[src/rtl/lvl_pkg.sv]
package lvl_pkg;

    localparam int CODE_W = 4;

    typedef logic [CODE_W-1:0] code_t;
    typedef logic [CODE_W-1:0] level_t;

    localparam code_t IDLE_CODE = '1;

    typedef struct packed {
        logic   req;
        level_t lvl;
    } pend_t;

    typedef struct packed {
        logic   stb;
        level_t lvl;
    } accept_t;

    // Inverted priority code: level = max code - code
    function automatic level_t code_to_level(input code_t c);
        return level_t'(IDLE_CODE - c);
    endfunction

    function automatic level_t level_max(input level_t a, input level_t b);
        return (a > b) ? a : b;
    endfunction

endpackage

[src/rtl/lvl_sync.sv]
module lvl_sync #(
    parameter int          W       = 4,
    parameter int          STAGES  = 2,
    parameter logic [W-1:0] RST_VAL = '1
) (
    input  logic         clk,
    input  logic         rst,
    input  logic [W-1:0] din,
    output logic [W-1:0] dout
);

    logic [W-1:0] stage_q [STAGES];

    for (genvar g = 0; g < STAGES; g++) begin : g_stage
        if (g == 0) begin : g_first
            always_ff @(posedge clk) begin
                if (rst) stage_q[g] <= RST_VAL;
                else     stage_q[g] <= din;
            end
        end else begin : g_next
            always_ff @(posedge clk) begin
                if (rst) stage_q[g] <= RST_VAL;
                else     stage_q[g] <= stage_q[g-1];
            end
        end
    end

    assign dout = stage_q[STAGES-1];

endmodule

[src/rtl/lvl_filter.sv]
module lvl_filter #(
    parameter int           W       = 4,
    parameter int           MATCH   = 2,
    parameter logic [W-1:0] RST_VAL = '1
) (
    input  logic         clk,
    input  logic         rst,
    input  logic [W-1:0] din,
    output logic [W-1:0] dout
);

    localparam int            CW       = $clog2(MATCH) + 1;
    localparam logic [CW-1:0] LAST_RUN = CW'(MATCH - 1);

    logic [W-1:0]  last_q;
    logic [CW-1:0] run_q;
    logic [CW-1:0] run_nx;
    logic [W-1:0]  out_q;
    logic          same;
    logic          load;

    always_comb begin
        same = (din == last_q);
        if (!same)                 run_nx = '0;
        else if (run_q == LAST_RUN) run_nx = run_q;
        else                       run_nx = run_q + CW'(1);
        load = same && (run_nx == LAST_RUN);
    end

    always_ff @(posedge clk) begin
        if (rst) begin
            last_q <= RST_VAL;
            run_q  <= '0;
            out_q  <= RST_VAL;
        end else begin
            last_q <= din;
            run_q  <= run_nx;
            if (load) out_q <= din;
        end
    end

    assign dout = out_q;

endmodule

[src/rtl/lvl_qualify.sv]
module lvl_qualify
    import lvl_pkg::*;
(
    input  logic    clk,
    input  logic    rst,
    input  code_t   code,
    input  level_t  mask,
    input  logic    ack,
    output pend_t   pend_o,
    output accept_t acc_o,
    output logic    wake_o
);

    level_t  level;
    logic    above;
    logic    take;
    pend_t   pend_q, pend_nx;
    accept_t acc_q, acc_nx;
    logic    wake_q;

    always_comb begin
        level = code_to_level(code);
        above = level > mask;
        take  = ack && pend_q.req;

        if (!above) begin
            pend_nx = '0;
        end else if (take) begin
            pend_nx.req = 1'b1;
            pend_nx.lvl = level;
        end else begin
            pend_nx.req = 1'b1;
            pend_nx.lvl = level_max(pend_q.lvl, level);
        end

        if (take) begin
            acc_nx.stb = 1'b1;
            acc_nx.lvl = pend_q.lvl;
        end else begin
            acc_nx.stb = 1'b0;
            acc_nx.lvl = acc_q.lvl;
        end
    end

    always_ff @(posedge clk) begin
        if (rst) begin
            pend_q <= '0;
            acc_q  <= '0;
            wake_q <= 1'b0;
        end else begin
            pend_q <= pend_nx;
            acc_q  <= acc_nx;
            wake_q <= pend_nx.req && !pend_q.req;
        end
    end

    assign pend_o = pend_q;
    assign acc_o  = acc_q;
    assign wake_o = wake_q;

endmodule

[src/rtl/enc_irq_filter.sv]
module enc_irq_filter
    import lvl_pkg::*;
#(
    parameter int SYNC_STAGES = 2,
    parameter int MATCH       = 2
) (
    input  logic              clk,
    input  logic              rst,
    input  logic [CODE_W-1:0] irl_code,
    input  logic [CODE_W-1:0] sr_mask,
    input  logic              ack,
    output logic              irq_req,
    output logic [CODE_W-1:0] pend_lvl,
    output logic [CODE_W-1:0] acc_lvl,
    output logic              acc_stb,
    output logic              wake_req
);

    code_t   sync_code;
    code_t   filt_code;
    pend_t   pend;
    accept_t accepted;
    logic    wake;

    lvl_sync #(
        .W      (CODE_W),
        .STAGES (SYNC_STAGES),
        .RST_VAL(IDLE_CODE)
    ) u_sync (
        .clk (clk),
        .rst (rst),
        .din (irl_code),
        .dout(sync_code)
    );

    lvl_filter #(
        .W      (CODE_W),
        .MATCH  (MATCH),
        .RST_VAL(IDLE_CODE)
    ) u_filt (
        .clk (clk),
        .rst (rst),
        .din (sync_code),
        .dout(filt_code)
    );

    lvl_qualify u_qual (
        .clk   (clk),
        .rst   (rst),
        .code  (filt_code),
        .mask  (sr_mask),
        .ack   (ack),
        .pend_o(pend),
        .acc_o (accepted),
        .wake_o(wake)
    );

    assign irq_req  = pend.req;
    assign pend_lvl = pend.lvl;
    assign acc_lvl  = accepted.lvl;
    assign acc_stb  = accepted.stb;
    assign wake_req = wake;

endmodule

[config.mk]
export PLATFORM = sky130hd
export DESIGN_NAME = enc_irq_filter
export DESIGN_NICKNAME = d
export VERILOG_FILES = /design/src/rtl/lvl_pkg.sv /design/src/rtl/lvl_sync.sv /design/src/rtl/lvl_filter.sv /design/src/rtl/lvl_qualify.sv /design/src/rtl/enc_irq_filter.sv
export SDC_FILE = /design/constraint.sdc
export NUM_CORES = 1
export LEC_CHECK = 0
export ABC_AREA = 0
export BUFFER_PORTS_ARGS = -buffer_cell sky130_fd_sc_hd__buf_2
export CORE_UTILIZATION = 50
export DETAILED_ROUTE_END_ITERATION = 8
export PLACE_DENSITY = 0.73
export SYNTH_ARGS = -nofsm -noshare
export SYNTH_HDL_FRONTEND = slang
export SYNTH_SLANG_ARGS = --single-unit
[constraint.sdc]
create_clock -name clk -period 2.5 [get_ports clk]
set_input_delay 0.375 -clock clk [delete_from_list [all_inputs] [get_ports clk]]
set_output_delay 0.375 -clock clk [all_outputs]
set_load 0.01 [all_outputs]
==> flow_metrics.py <==
metrics = {
    "timing": {
        "setup-tns-final_ns": 0,
        "finalHoldViolCount": 0,
        "rsz0062_at_grt": "false",
        "setup_violations": 0,
        "fin_ws_ns": 1.01,
        "worst_pin_slew_ns": 0.368,
        "max_slew_margin_pct": 75.4,
        "fmax_ghz": 0.669,
        "fin_skew_ns": 0.0109,
        "min_period_over_period_pct": 59.8,
        "min_period_ns": 1.49,
        "drv_slew": 0,
    },
    "synthesis": {
        "synth_edf_count": 0,
        "yosys_warnings": 0,
        "async_flop_share_pct": 0,
        "postSynthCellCount": 121,
        "synth.distinct_cells": 25,
        "ys_ff_latch": 29,
        "avgSynthCellArea_um2": 9.54,
        "syn_nets": 140,
        "syn_area_mm2": 0.00115,
        "synth_ff_type": "dfxtp_1",
        "seq_area_frac_synth_pct": 50.3,
    },
    "clocking": {
        "clkTransAtPathRegs_ns": 0.10,
        "clk-insertion-delay-late_ns": 0.33,
        "cts_buffer_depth": 2,
        "cts.sinks": 29,
        "htreeDepth": 2,
        "cts_tree": "yes",
        "numCtsBuffers": 5,
        "post_cts_resized": 0,
        "cts_hold_buf": 0,
        "cts_setup_buffers": 0,
        "cts_root_buf": "clkbuf_4",
    },
    "final_layout": {
        "regArea_um2": 581,
        "drive_gt1_share_pct": 27.0,
        "fillCellCount": 202,
        "final_common_cell": "dfxtp_1",
        "multi_input_area_um2": 510,
        "fin_nets": 166,
        "most-common-layout-cells": "dfxtp_1, buf_2, inv_1",
        "syn2layout_area_growth_pct": 20.4,
        "antenna_cells": 0,
    },
    "route": {
        "drt_wl_total_um": 2050,
        "wl_met2_um": 939,
        "top_layer": "met4",
        "met3_length_um": 106,
        "vias": 892,
        "remaining_drc_errors": 0,
        "via_per_inst": 5.07,
        "ant_nets": 0,
        "first_pass_iters": 4,
        "drt_iter0_markers": 14,
        "wl_per_cell_um": 11.6,
        "wl_met1_um": 962,
    },
    "critical_path": {
        "crit_fanout": 6,
        "cp_data_arrival_time_ns": 1.70,
        "cp_cell_sequence": "inv_1 -> ha_1 -> nor2b_1 -> o211a_1 -> o21ai_2 -> a21oi_1",
        "critPathBufInv": 1,
        "critical_path.max_stage_delay_ns": 0.36,
        "cp-start-kind": "register",
        "crit_type": "reg -> reg",
        "worst_setup_path_end_kind": "register",
        "cp.required_ns": 2.71,
        "critPathTopFamily": "compound AO/OA/AOI/OAI gates",
        "slowest_stage": "dfxtp_1",
    },
    "floorplanning": {
        "die_h_um": 50.1,
        "die_x_um": 50.1,
        "io_pins": 22,
        "row_count": 17,
        "core_mm2": 0.00219,
        "initial_core_util_pct": 52.7,
        "dieArea_mm2": 0.00251,
    },
    "pwr": {
        "peakVddDrop_mv": 0.469,
        "cellLeakagePower_nw": 0.676,
        "cellPowerDensity_mw_per_mm2": 745,
    },
    "outcome": {
        "status": "finished clean",
    },
    "placement": {
        "port-buffer-count": 21,
        "gp_congestion": 0.736,
        "place_hpwl_um": 1510,
        "place_ws_ns": 0.908,
    },
    "grt": {
        "track_usage_pct": 19.4,
        "grt_pass1_wl_um": 3390,
        "antenna_found_initial": 0,
        "grt_max_degree": 25,
        "grt_pass1_vias": 794,
        "grt_overflow_total": 0,
    },
    "worst_hold_path": {
        "hold_path_class": "in -> reg",
    },
    "flow_run": {
        "drv_cap": 0,
    },
}
[final cells by class]
cell class	count	area share, %
sequential	29	41.8
timing repair buffer	21	7.56
clock buffer	5	2.70
tap	28	2.52
multi-input combinational	75	36.7
clock inverter	3	4.68
inverter	15	4.05
[metal layers]
layer,global-route usage (%),vias up
met3,9.26,8
met2,28.4,25
met5,0,-
met4,11.0,0
met1,22.8,400
li1,-,459
[per-stage QoR]
stage	power (mW)	hold WS, ns	area [um2]	std cells	utilization (%)
after floorplan	0.549	0.389	1150	121	-
after global placement	0.567	0.393	1290	168	58.8
after detailed placement	0.572	0.393	1290	168	58.8
after CTS	1.05	0.208	1390	176	63.4
after global routing	1.08	0.192	1390	176	63.4
final	1.04	0.219	1390	176	63.4
[path summary, 6_finish.rpt]
| check | startpoint | endpoint | slack (ns) | cells after the start |
|---|---|---|---|---|
| max | u_filt.dout[1] | u_qual.pend_o[1] | 1.01 | 6 |
| min | irl_code[3] | u_sync.stage_q[0][3] | 0.22 | 2 |
| max reg2reg | u_filt.dout[1] | u_qual.pend_o[1] | 1.01 | 6 |
| min reg2reg | u_sync.stage_q[0][3] | u_sync.stage_q[1][3] | 0.42 | 1 |
[sequential cells by signal (all words and copies together) (netlist names)]
register and count:
u_qual.pend_o 5, u_qual.acc_o 5, u_filt.run_q 2, u_filt.last_q 4, u_qual.wake_o 1, u_sync.stage_q 8
u_filt.dout 4
[cells in the mapped netlist, types with 2 or more instances]
| cell | number | area share (%) |
|---|---|---|
| dfxtp_1 | 29 | 50 |
| inv_1 | 15 | 4.9 |
| nor2_1 | 10 | 3.3 |
| a21oi_1 | 9 | 3.9 |
| ha_1 | 8 | 8.7 |
| nand3_1 | 8 | 3.5 |
| or2_2 | 8 | 4.3 |
| nand2_1 | 6 | 2.0 |
| mux2i_1 | 4 | 3.5 |
| o21ai_0 | 4 | 1.7 |
| xnor2_1 | 4 | 3.0 |
| clkbuf_1 | 2 | 0.65 |
| o211a_1 | 2 | 1.7 |
[report_power, final]
part / switching (mW) / total (mW) / internal (mW)
sequential: 0.00744 / 0.483 / 0.475
combinational: 0.0441 / 0.0791 / 0.0351
clock: 0.165 / 0.475 / 0.310
total: 0.217 / 1.04 / 0.820
[worst register-to-register path, cell delays in order, from the launching register on]
cell	delay (ns)
dfxtp_1	0.36
inv_1	0.06
ha_1	0.29
nor2b_1	0.14
o211a_1	0.21
o21ai_2	0.24
a21oi_1	0.07
[kinds of logic after synthesis]
| kind of cell | count (synthesis) | synth area share (%) |
|---|---|---|
| AND/OR/NAND/NOR | 39 | 18.2 |
| flip-flops | 29 | 50.3 |
| AO/OA/AOI/OAI | 20 | 10.8 |
| buffers and inverters | 17 | 5.53 |
| adder cells (fa/ha/maj) | 8 | 8.67 |
| XOR/XNOR | 4 | 3.03 |
| multiplexers | 4 | 3.47 |
No activity file was read; power rests on OpenSTA's default activity.
